$ cat config.mk
export PLATFORM = sky130hd
export DESIGN_NAME = pt_xlate
export DESIGN_NICKNAME = d
export VERILOG_FILES = /design/src/rtl/pt_xlate.sv
export SDC_FILE = /design/constraint.sdc
export NUM_CORES = 1
export LEC_CHECK = 0
export ABC_AREA = 1
export BUFFER_PORTS_ARGS = -buffer_cell sky130_fd_sc_hd__buf_2
export CAP_MARGIN = 20
export CELL_PAD_IN_SITES_DETAIL_PLACEMENT = 1
export CELL_PAD_IN_SITES_GLOBAL_PLACEMENT = 1
export CORE_UTILIZATION = 34
export CTS_BUF_LIST = sky130_fd_sc_hd__clkbuf_4 sky130_fd_sc_hd__clkbuf_8
export DETAILED_ROUTE_END_ITERATION = 6
export PLACE_DENSITY = 0.85
export SLEW_MARGIN = 0
export SYNTH_ARGS = -nofsm -noshare
export SYNTH_HDL_FRONTEND = slang
export SYNTH_SLANG_ARGS = --single-unit
$ cat constraint.sdc
create_clock -name clk -period 1.89 [get_ports clk]
set_clock_uncertainty 0.05 [all_clocks]
set_input_delay 0.378 -clock clk [delete_from_list [all_inputs] [get_ports clk]]
set_output_delay 0.378 -clock clk [all_outputs]
set_load 0.01 [all_outputs]
$ cat src/rtl/pt_xlate.sv
module pt_xlate #(
  parameter int VA_W       = 16,
  parameter int PA_W       = 18,
  parameter int DW         = 16,
  parameter int PAGE_WORDS = 512
) (
  input  logic                              clk,
  input  logic                              rst_n,
  input  logic                              cfg_we,
  input  logic [PA_W-1:0]                   cfg_base,
  input  logic                              cpu_req,
  input  logic                              cpu_we,
  input  logic [VA_W-1:0]                   cpu_vaddr,
  input  logic [DW-1:0]                     cpu_wdata,
  output logic [DW-1:0]                     cpu_rdata,
  output logic                              cpu_done,
  output logic                              cpu_fault,
  output logic [VA_W-$clog2(PAGE_WORDS)-1:0] fault_page,
  output logic [PA_W-$clog2(PAGE_WORDS)-1:0] fault_loc,
  output logic                              mem_req,
  output logic                              mem_we,
  output logic [PA_W-1:0]                   mem_addr,
  output logic [DW-1:0]                     mem_wdata,
  input  logic [DW-1:0]                     mem_rdata,
  input  logic                              mem_ack
);
  localparam int OFF_W = $clog2(PAGE_WORDS);
  localparam int PN_W  = VA_W - OFF_W;
  localparam int FR_W  = PA_W - OFF_W;
  localparam int RES_B = DW - 1;
  localparam int REF_B = DW - 2;
  localparam int MOD_B = DW - 3;

  initial begin
    if (PAGE_WORDS != 512 && PAGE_WORDS != 1024) $error("page size must be 512 or 1024");
    if (FR_W > MOD_B) $error("frame field overlaps flags");
    if (PN_W >= PA_W) $error("page number wider than physical address");
  end

  typedef enum logic [2:0] {
    S_IDLE, S_RDPTE, S_CHECK, S_WRPTE, S_ACCESS, S_DONE, S_FAULT
  } state_t;

  state_t            state;
  logic [PA_W-1:0]   base_q;
  logic [PA_W-1:0]   pte_addr_q;
  logic [PN_W-1:0]   pn_q;
  logic [OFF_W-1:0]  off_q;
  logic              we_q;
  logic [DW-1:0]     wd_q;
  logic [DW-1:0]     pte_q;
  logic [DW-1:0]     rdata_q;
  logic [FR_W-1:0]   floc_q;
  logic [DW-1:0]     pte_upd;

  wire [PN_W-1:0]  req_pn  = cpu_vaddr[VA_W-1:OFF_W];
  wire [OFF_W-1:0] req_off = cpu_vaddr[OFF_W-1:0];

  always_comb begin
    pte_upd        = pte_q;
    pte_upd[REF_B] = 1'b1;
    if (we_q) pte_upd[MOD_B] = 1'b1;
  end

  assign mem_req   = (state == S_RDPTE) || (state == S_WRPTE) || (state == S_ACCESS);
  assign mem_we    = (state == S_WRPTE) || ((state == S_ACCESS) && we_q);
  assign mem_addr  = (state == S_ACCESS) ? {pte_q[FR_W-1:0], off_q} : pte_addr_q;
  assign mem_wdata = (state == S_WRPTE) ? pte_upd : wd_q;
  assign cpu_done  = (state == S_DONE);
  assign cpu_fault = (state == S_FAULT);
  assign cpu_rdata = rdata_q;
  assign fault_page = pn_q;
  assign fault_loc  = floc_q;

  always_ff @(posedge clk) begin
    if (!rst_n) begin
      base_q <= '0;
    end else if (cfg_we) begin
      base_q <= cfg_base;
    end
  end

  always_ff @(posedge clk) begin
    if (!rst_n) begin
      state      <= S_IDLE;
      pte_addr_q <= '0;
      pn_q       <= '0;
      off_q      <= '0;
      we_q       <= 1'b0;
      wd_q       <= '0;
      pte_q      <= '0;
      rdata_q    <= '0;
      floc_q     <= '0;
    end else begin
      case (state)
        S_IDLE: if (cpu_req) begin
          pte_addr_q <= base_q + {{(PA_W-PN_W){1'b0}}, req_pn};
          pn_q       <= req_pn;
          off_q      <= req_off;
          we_q       <= cpu_we;
          wd_q       <= cpu_wdata;
          state      <= S_RDPTE;
        end
        S_RDPTE: if (mem_ack) begin
          pte_q <= mem_rdata;
          state <= S_CHECK;
        end
        S_CHECK: begin
          if (pte_q[RES_B]) begin
            state <= S_WRPTE;
          end else begin
            floc_q <= pte_q[FR_W-1:0];
            state  <= S_FAULT;
          end
        end
        S_WRPTE:  if (mem_ack) state <= S_ACCESS;
        S_ACCESS: if (mem_ack) begin
          if (!we_q) rdata_q <= mem_rdata;
          state <= S_DONE;
        end
        S_DONE:   state <= S_IDLE;
        S_FAULT:  state <= S_IDLE;
        default:  state <= S_IDLE;
      endcase
    end
  end

  a_r2_walk_starts_with_read: assert property (@(posedge clk) disable iff (!rst_n)
    (state == S_IDLE && cpu_req) |=> (mem_req && !mem_we));

  a_r9_req_held: assert property (@(posedge clk) disable iff (!rst_n)
    (mem_req && !mem_ack) |=> (mem_req && $stable(mem_addr) && $stable(mem_we)));

  a_r5_fault_after_check: assert property (@(posedge clk) disable iff (!rst_n)
    cpu_fault |-> ($past(state) == S_CHECK && !$past(pte_q[RES_B])));

  a_r6_update_marks_referenced: assert property (@(posedge clk) disable iff (!rst_n)
    (mem_req && mem_we && state == S_WRPTE) |-> (mem_wdata[REF_B] && mem_wdata[RES_B]));

  a_r4_done_after_access: assert property (@(posedge clk) disable iff (!rst_n)
    cpu_done |-> ($past(state) == S_ACCESS && $past(mem_ack)));

  a_r1_one_outcome: assert property (@(posedge clk) disable iff (!rst_n)
    $onehot0({cpu_done, cpu_fault, mem_req}));
endmodule

## Word level (Yosys, flattened, before mapping)

Cells that the tools add are included.

| word-level totals | value |
|---|---|
| bits in read-only memories | 0 |
| latch bits | 0 |
| input bits | 72 |
| output and inout port bits | 70 |
| memories | 0 |
| word-level logic and storage cells | 42 |
| memory bits (writable) | 0 |
| register bits | 113 |

| operators by class | value |
|---|---|
| multipliers | 0 |
| add/subtract/negate cells | 1 |
| equality and inequality tests | 10 |
| bitwise logic cells | 2 |
| shift-type cells | 0 |
| magnitude comparators | 0 |
| mux-type cells | 9 |
| divide/modulo/power cells | 0 |
| reduce and logical (&&, ||, !) cells | 10 |

Operators with widths:

| operator | number |
|---|---|
| $add A18 B7 Y18 | 1 |
| $mux W18 | 1 |
| $mux W16 | 1 |
| $mux W3 | 5 |
| $pmux W3 S5 | 1 |
| $eq A3 B3 Y1 const B | 3 |
| $ne A2 B2 Y1 const B | 4 |
| $eq A3 B2 Y1 const B | 2 |
| $reduce_and A2 Y1 | 3 |
| $reduce_and A4 Y1 | 1 |
| $eq A3 B1 Y1 const B | 1 |
| $logic_not A3 Y1 | 1 |
| $logic_or A1 B1 Y1 | 3 |
| $reduce_and A3 Y1 | 1 |
| $not A1 Y1 | 2 |
| $logic_and A1 B1 Y1 | 1 |
| $mux W1 | 1 |

## Longest topological paths before layout

Gate-level depths: netlist (run 1).

| depth | value |
|---|---|
| depth after elaboration | 3 |
| mapped depth | 13 |
| depth with buffers taken out | 13 |

## Least setup slack after synthesis (run 1)

OpenSTA, ideal clock, no wires.

| path | value |
|---|---|
| path kind | input -> register |
| start point | input port cpu_vaddr[9] |
| end point | register pte_addr_q[16] |
| setup time | 0.115 ns |
| path slack | 0.027 ns |
| stages on the path | 13 |
| arrival time | 1.698 ns |
| required time | 1.725 ns |
| cell sequence | ha_1 > inv_1 > fa_1 > inv_1 > nand3_1 > nand3_1 > nand2_1 > nand2_1 > nand2_1 > nand2_1 > nand2_1 > o21ai_0 > inv_1 |

| between the ends | value |
|---|---|
| word-level cells in the longest chain between the ends | 1 |

Ends and longest elaborated chain:

| what | RTL line | RTL |
|---|---|---|
| from (decl) | 13 | `input logic [VA_W-1:0] cpu_vaddr,` |
| $add A18 B7 Y18 | 97 | `pte_addr_q <= base_q + {{(PA_W-PN_W){1'b0}}, req_pn};` |
| to (signal assigned) | 97 |  |
| to (decl) | 46 | `logic [PA_W-1:0] pte_addr_q;` |

Every way passes these cells.
A chain may end at the register's enable or synchronous reset.

## Worst setup path after layout (run 1)

| path | value |
|---|---|
| start point | register state[0] |
| end point | output port mem_addr[12] |

| between the ends | value |
|---|---|
| word-level cells in the longest chain between the ends | 2 |

Ends and longest elaborated chain:

| what | RTL line | RTL |
|---|---|---|
| from (decl) | 44 | `state_t state;` |
| from (signal assigned) | 85 | `state <= S_IDLE;` |
| from (signal assigned) | 102 | `state <= S_RDPTE;` |
| from (signal assigned) | 106 | `state <= S_CHECK;` |
| $eq A3 B3 Y1 | 67 | `assign mem_addr = (state == S_ACCESS) ? {pte_q[FR_W-1:0], off_q} : pte_addr_q;` |
| $mux W18 | 67 |  |
| to (decl) | 22 | `output logic [PA_W-1:0] mem_addr,` |

Every way passes these cells.

==> flow_metrics.tcl, run 1 <==
set metrics [dict create \
    outcome "complete, but fails checks" \
    violations "setup timing" \
    worst_path_max_delay_cell "dfxtp_4" \
    cp.required_ns 1.46 \
    grt-ovfl-total 0 \
    drc 0 \
    cap_violations 0 \
    ys_ff_latch 112 \
    routabilityCongestion 0.8833 \
    crit_type "register to primary output" \
    wirelength_mm 17.13 \
    critical_path.endpoint_type "primary output" \
    critPathBufInv 3 \
    min_period_ns 2.071 \
    arrival_ns 1.64 \
    ant_nets 0 \
    ys_types 29 \
    crit_chain "nor2_4 -> nand2_4 -> inv_4 -> buf_12 -> nand2_2 -> o21ai_1 -> buf_4" \
    multiInputGateArea_um2 2582 \
    avgSynthCellArea_um2 6.920 \
    final_area_um2 6928 \
    crit_family "buffers and inverters" \
    drt_first_pass_iters 4 \
    irDropWorstVdd_uv 571.2 \
    dp_hpwl_mm 11.98 \
    setup_viol 35 \
    max_freq_ghz 0.4828 \
    wl_per_cell_um 15.76 \
    dpl_cell_area_um2 6111 \
    power_w 0.008723 \
    n_antenna_cell 0 \
    core_um2 14480 \
    synthCells 727 \
    ctsLongestPathBuffers 2 \
    antenna_found_initial 0 \
    cp.depth 7 \
    final_layout_size_suffix_gt1_frac 0.3278 \
    cts_tree "done" \
    worstRegToRegCells 12 \
    maxSlewHeadroom 0.6697 \
    clk_latency_ns 0.41 \
    rows 44 \
    grt_max_degree 58 \
    start_util 0.3475 \
    final_nets 978 \
    via_count 5349 \
    cellPowerDensity_nw_per_um2 1259 \
    dp.cells 1052 \
    instances_no_fill 1087 \
    die_width_um 123.6 \
    dieArea_um2 15290 \
    clock_sinks 112 \
    rsz0062_at_grt "true" \
    reg2reg_slack_ns 0.11 \
    hold_viol 0 \
    worst_slack_ns -0.1813 \
    period_share 1.096 \
    cts_made_buffers 9 \
    critical_path.max_stage_delay_ns 0.38 \
    syn_nets 807 \
    fin_util 0.4785 \
    regArea_um2 2255 \
    io_buffers 141 \
    dieHeight_um 123.6 \
    power_leakage_nw 3.462 \
    routed_via_density 4.921 \
    htreeDepth 3 \
    grt_pass1_vias 5256 \
    grt_util_all_layers 0.2189 \
    ios 142 \
    cts_root_buf "clkbuf_8" \
    drtIter0Drc 282 \
    clkTransAtPathRegs_ns 0.12 \
    yosys_warnings 0 \
    holdPathStages 3 \
    worstPathMaxFanout 8 \
    worstMarginPinSlew_ns 0.4949 \
    fill_cells 1856 \
    drv_slew 0 \
    ys_seq_area_frac 0.4457 \
    min_path_type "primary input to register" \
    areaGrowthSynthToFinish_pct 37.70 \
    start_kind "register" \
    hold_buffers 0 \
    grt_pass1_wl_mm 25.76 \
    syn_area_um2 5031 \
]
layer usage:
metal  up-vias  routed length (um)  global-route usage
met5         -                   0                   0
met4         0                 306             0.07078
met3        20                 847             0.04899
met2       118                7880              0.3545
met1      2542                8100              0.2873
li1       2669                   -                   -
timing repair:
item | 4_1_cts | 5_1_grt
pin swaps | 6 | 14
buffers inserted | 8 | 5
setup endpoints to repair | 40 | 58
cloned | 3 | 3
gates resized for setup | 65 | 91
tightest hold or removal path, delay by kind of cell:
family | cells | cell delay [ns]
buf+inv | 1 | 0.08
simple gates | 2 | 0.12
state kept, by name (all words and copies together), names as in the netlist:
register	cells
base_q	18
cpu_rdata	16
fault_loc	9
fault_page	7
off_q	9
pte_addr_q	18
pte_q	15
state	3
wd_q	16
we_q	1
logic make-up (layout without fill, tap and decap cells):
logic type | count (synthesis) | after routing | synth area share
and+or+nand+nor | 282 | 282 | 0.2290
AOI/OAI and AO/OA | 196 | 196 | 0.1992
buffers and inverters | 126 | 302 | 0.09948
DFF | 112 | 112 | 0.4457
adders and majority gates | 8 | 8 | 0.02139
xor gates and xnor gates | 3 | 3 | 0.005224
final timing paths:
check,start,end
setup / recovery,state[0],mem_addr[12]
hold / removal,mem_rdata[14],cpu_rdata[14]
setup reg to reg,base_q[0],pte_addr_q[10]
hold reg to reg,wd_q[15],wd_q[15]
Yosys cell counts:
cell type / n / area, um^2
buf_2: 9 / 45.04
nor3_4: 2 / 32.53
clkbuf_2: 1 / 5.000
or2_2: 1 / 6.260
nand2_2: 1 / 6.260
nand2_1: 107 / 401.6
nand3_1: 30 / 150.1
nand4_1: 3 / 18.77
clkbuf_1: 23 / 86.33
nor2_4: 1 / 11.26
fa_1: 1 / 20.02
clkinv_1: 2 / 7.510
o21ai_0: 135 / 675.7
o21bai_1: 1 / 7.510
inv_1: 87 / 326.6
a21boi_0: 1 / 7.510
nor3_1: 5 / 25.02
o211ai_1: 3 / 22.52
xnor2_1: 1 / 8.760
inv_2: 2 / 7.510
ha_1: 7 / 87.58
nor2_1: 130 / 488.0
a31oi_1: 1 / 6.260
buf_6: 2 / 22.52
a21oi_1: 52 / 260.3
xor2_1: 2 / 17.52
dfxtp_1: 112 / 2242
nor2_2: 2 / 12.51
o21a_1: 3 / 22.52
final cells by class:
cell class | count | share of cell area
Tap cell | 184 | 0.03323
Inverter | 91 | 0.05057
Clock inverter | 7 | 0.01336
Multi-Input combinational cell | 489 | 0.3728
Sequential cell | 112 | 0.3254
Timing Repair Buffer | 195 | 0.1867
Clock buffer | 9 | 0.01788
layout by cell type, fill, tap and decap left out, drive strengths merged:
cell        n
buf       193
o21ai     135
nor2      133
dfxtp     112
nand2     108
inv        93
a21oi      52
nand3      30
clkbuf     11
nor3        7
ha          7
nand4       3
o211ai      3
o21a        3
clkinv      3
xor2        2
clkinvlp    1
a31oi       1
o21bai      1
a21boi      1
or2         1
xnor2       1
fa          1
bufinv      1
where the power goes:
part,leakage [nW],internal (W),switching [W]
registers,0.923,0.00294,0.000383
logic,2.43,0.00157,0.00222
clock network,0.110,0.000654,0.000958
total,3.46,0.00516,0.00357
metrics by stage:
| step | setup WS (ns) | TNS, ns | hold WS [ns] |
|---|---|---|---|
| after floorplan | 0.02660 | 0 | 0.3745 |
| after global placement | -0.1404 | -0.4194 | 0.3813 |
| after detailed placement | -0.2140 | -0.9298 | 0.3926 |
| after CTS | -0.1905 | -3.787 | 0.1282 |
| after global routing | -0.2810 | -7.180 | 0.1404 |
| final | -0.1813 | -3.778 | 0.1382 |
Note: power is estimated with default switching activity, not from simulation.
==> inputs of run 2 (changes only) <==
--- a/config.mk
+++ b/config.mk
@@ -13,6 +13,7 @@
 export CORE_UTILIZATION = 34
 export CTS_BUF_LIST = sky130_fd_sc_hd__clkbuf_4 sky130_fd_sc_hd__clkbuf_8
 export DETAILED_ROUTE_END_ITERATION = 6
+export GPL_TIMING_DRIVEN = 0
 export PLACE_DENSITY = 0.85
 export SLEW_MARGIN = 0
 export SYNTH_ARGS = -nofsm -noshare
==> flow_metrics.tcl, run 2 (synthesis results as in run 1) <==
set metrics [dict create \
    grt-ovfl-total 0 \
    holdPathStages 3 \
    ant_nets 0 \
    io_buffers 139 \
    crit_chain "inv_4 -> nor2_4 -> inv_2 -> nor2_4 -> buf_12 -> buf_6 -> nand2_1 -> o21ai_1 -> buf_2" \
    min_period_ns 2.078 \
    irDropWorstVdd_uv 469.9 \
    clkTransAtPathRegs_ns 0.12 \
    drv_slew 0 \
    ios 142 \
    start_kind "register" \
    fill_cells 1859 \
    rows 44 \
    routabilityCongestion 0.8875 \
    die_width_um 123.6 \
    antenna_found_initial 0 \
    drc 0 \
    crit_top_cell "nor2_4" \
    grt_pass1_wl_mm 28.65 \
    dp_hpwl_mm 13.27 \
    grt_util_all_layers 0.2479 \
    regArea_um2 2252 \
    n_antenna_cell 0 \
    tns_ns -4.616 \
    cp.required_ns 1.46 \
    hold_viol 0 \
    reg2reg_from "state[0]" \
    final_common_cell "buf_2" \
    critical_path.endpoint_type "primary output" \
    wl_per_cell_um 17.47 \
    multiInputGateArea_um2 2630 \
    dieArea_um2 15290 \
    grt_pass1_vias 5492 \
    cts_made_buffers 9 \
    crit_path_start "state[0]" \
    drt_first_pass_iters 5 \
    areaGrowthSynthToFinish_pct 38.10 \
    cap_violations 0 \
    worstRegToRegCells 10 \
    min_path_type "primary input to register" \
    worst_path_max_delay_cell "dfxtp_4" \
    dp.cells 1050 \
    largestRegisters "base_q (18), pte_addr_q (18)" \
    cts_root_buf "clkbuf_8" \
    instances_no_fill 1091 \
    final_nets 982 \
    grt_max_degree 20 \
    max_freq_ghz 0.4812 \
    clk_latency_ns 0.39 \
    crit_type "register to primary output" \
    setup_viol 39 \
    clock_sinks 112 \
    via_count 5513 \
    cts_tree "done" \
    dieHeight_um 123.6 \
    power_w 0.008904 \
    hold_buffers 0 \
    cellPowerDensity_nw_per_um2 1282 \
    worstPathMaxFanout 8 \
    routed_via_density 5.053 \
    maxSlewHeadroom 0.5607 \
    wirelength_mm 19.06 \
    start_util 0.3475 \
    worstMarginPinSlew_ns 0.6590 \
    power_leakage_nw 3.445 \
    core_um2 14480 \
    outcome "complete, but fails checks" \
    mostFrequentLayoutCells "135 x buf_2, 129 x nor2_1, 108 x dfxtp_1" \
    arrival_ns 1.65 \
    drtIter0Drc 292 \
    final_layout_size_suffix_gt1_frac 0.3175 \
    htreeDepth 3 \
    period_share 1.099 \
    worst_slack_ns -0.1880 \
    ctsLongestPathBuffers 2 \
    critical_path.max_stage_delay_ns 0.41 \
    dpl_worst_slack_ns -0.3382 \
    rsz0062_at_grt "true" \
    min_from "mem_rdata[14]" \
    whs_ns 0.1510 \
    violations "setup timing" \
]
## run 2: cell count changes in the layout (fill, tap and decap cells not counted), moves of 5 or more
cell      before  now
a21oi_1       51   46
o21ai_1       17   23
clkbuf_1       0   15
o21ai_0      102   88
nand2_1       70   80
o21ai_2       16   21
buf_8          1    6
buf_4         41   19
nand2_2       25   18
## run 2: per-layer routing
metal | track usage | wire [um] | part of all wire | up-vias
li1 | - | - | - | 2684
met5 | 0 | 0 | 0 | -
met2 | 0.3976 | 9033 | 0.47 | 158
met3 | 0.03984 | 755 | 0.040 | 26
met4 | 0.07681 | 489 | 0.026 | 0
met1 | 0.3398 | 8779 | 0.46 | 2645
## run 2: what timing repair did
action	4_1_cts	5_1_grt
gates resized for setup	118	103
cloned	5	3
setup buffers	8	10
pin swaps	6	14
setup endpoints to repair	43	90
## run 2: stage by stage
step | instance area, um^2 | util
2_1_floorplan | 5031 | -
3_3_place_gp | 5957 | 0.4114
3_5_place_dp | 5957 | 0.4114
4_1_cts | 6535 | 0.4513
5_1_grt | 6948 | 0.4799
6_report | 6948 | 0.4799
## run 2: final cells by class
type                            count  area share
Multi-Input combinational cell    489      0.3785
Tap cell                          184     0.03314
Timing Repair Buffer              165      0.1480
Inverter                           91     0.05096
Sequential cell                   112      0.3241
Clock buffer                        9     0.01783
Buffer                             34     0.03962
Clock inverter                      7    0.007744
## run 2: worst paths after layout
check	endpoint	slack, ns
worst max-delay path	mem_wdata[6]	-0.19
worst min-delay path	cpu_rdata[14]	0.15
worst max register to register	fault_page[4]	-0.03
worst min register to register	off_q[4]	0.42
## run 2: worst max-delay path, delay by kind of cell (launching register included)
family / cells / cell delay (ns)
flip-flops: 1 / 0.41
buffers and inverters: 5 / 0.53
AO/OA/AOI/OAI: 1 / 0.07
AND/OR/NAND/NOR: 3 / 0.25
## run 2: power breakdown
part | internal (W) | switching (W)
logic | 0.00175 | 0.00243
clock network | 0.000492 | 0.000905
registers | 0.00293 | 0.000389
total | 0.00518 | 0.00373
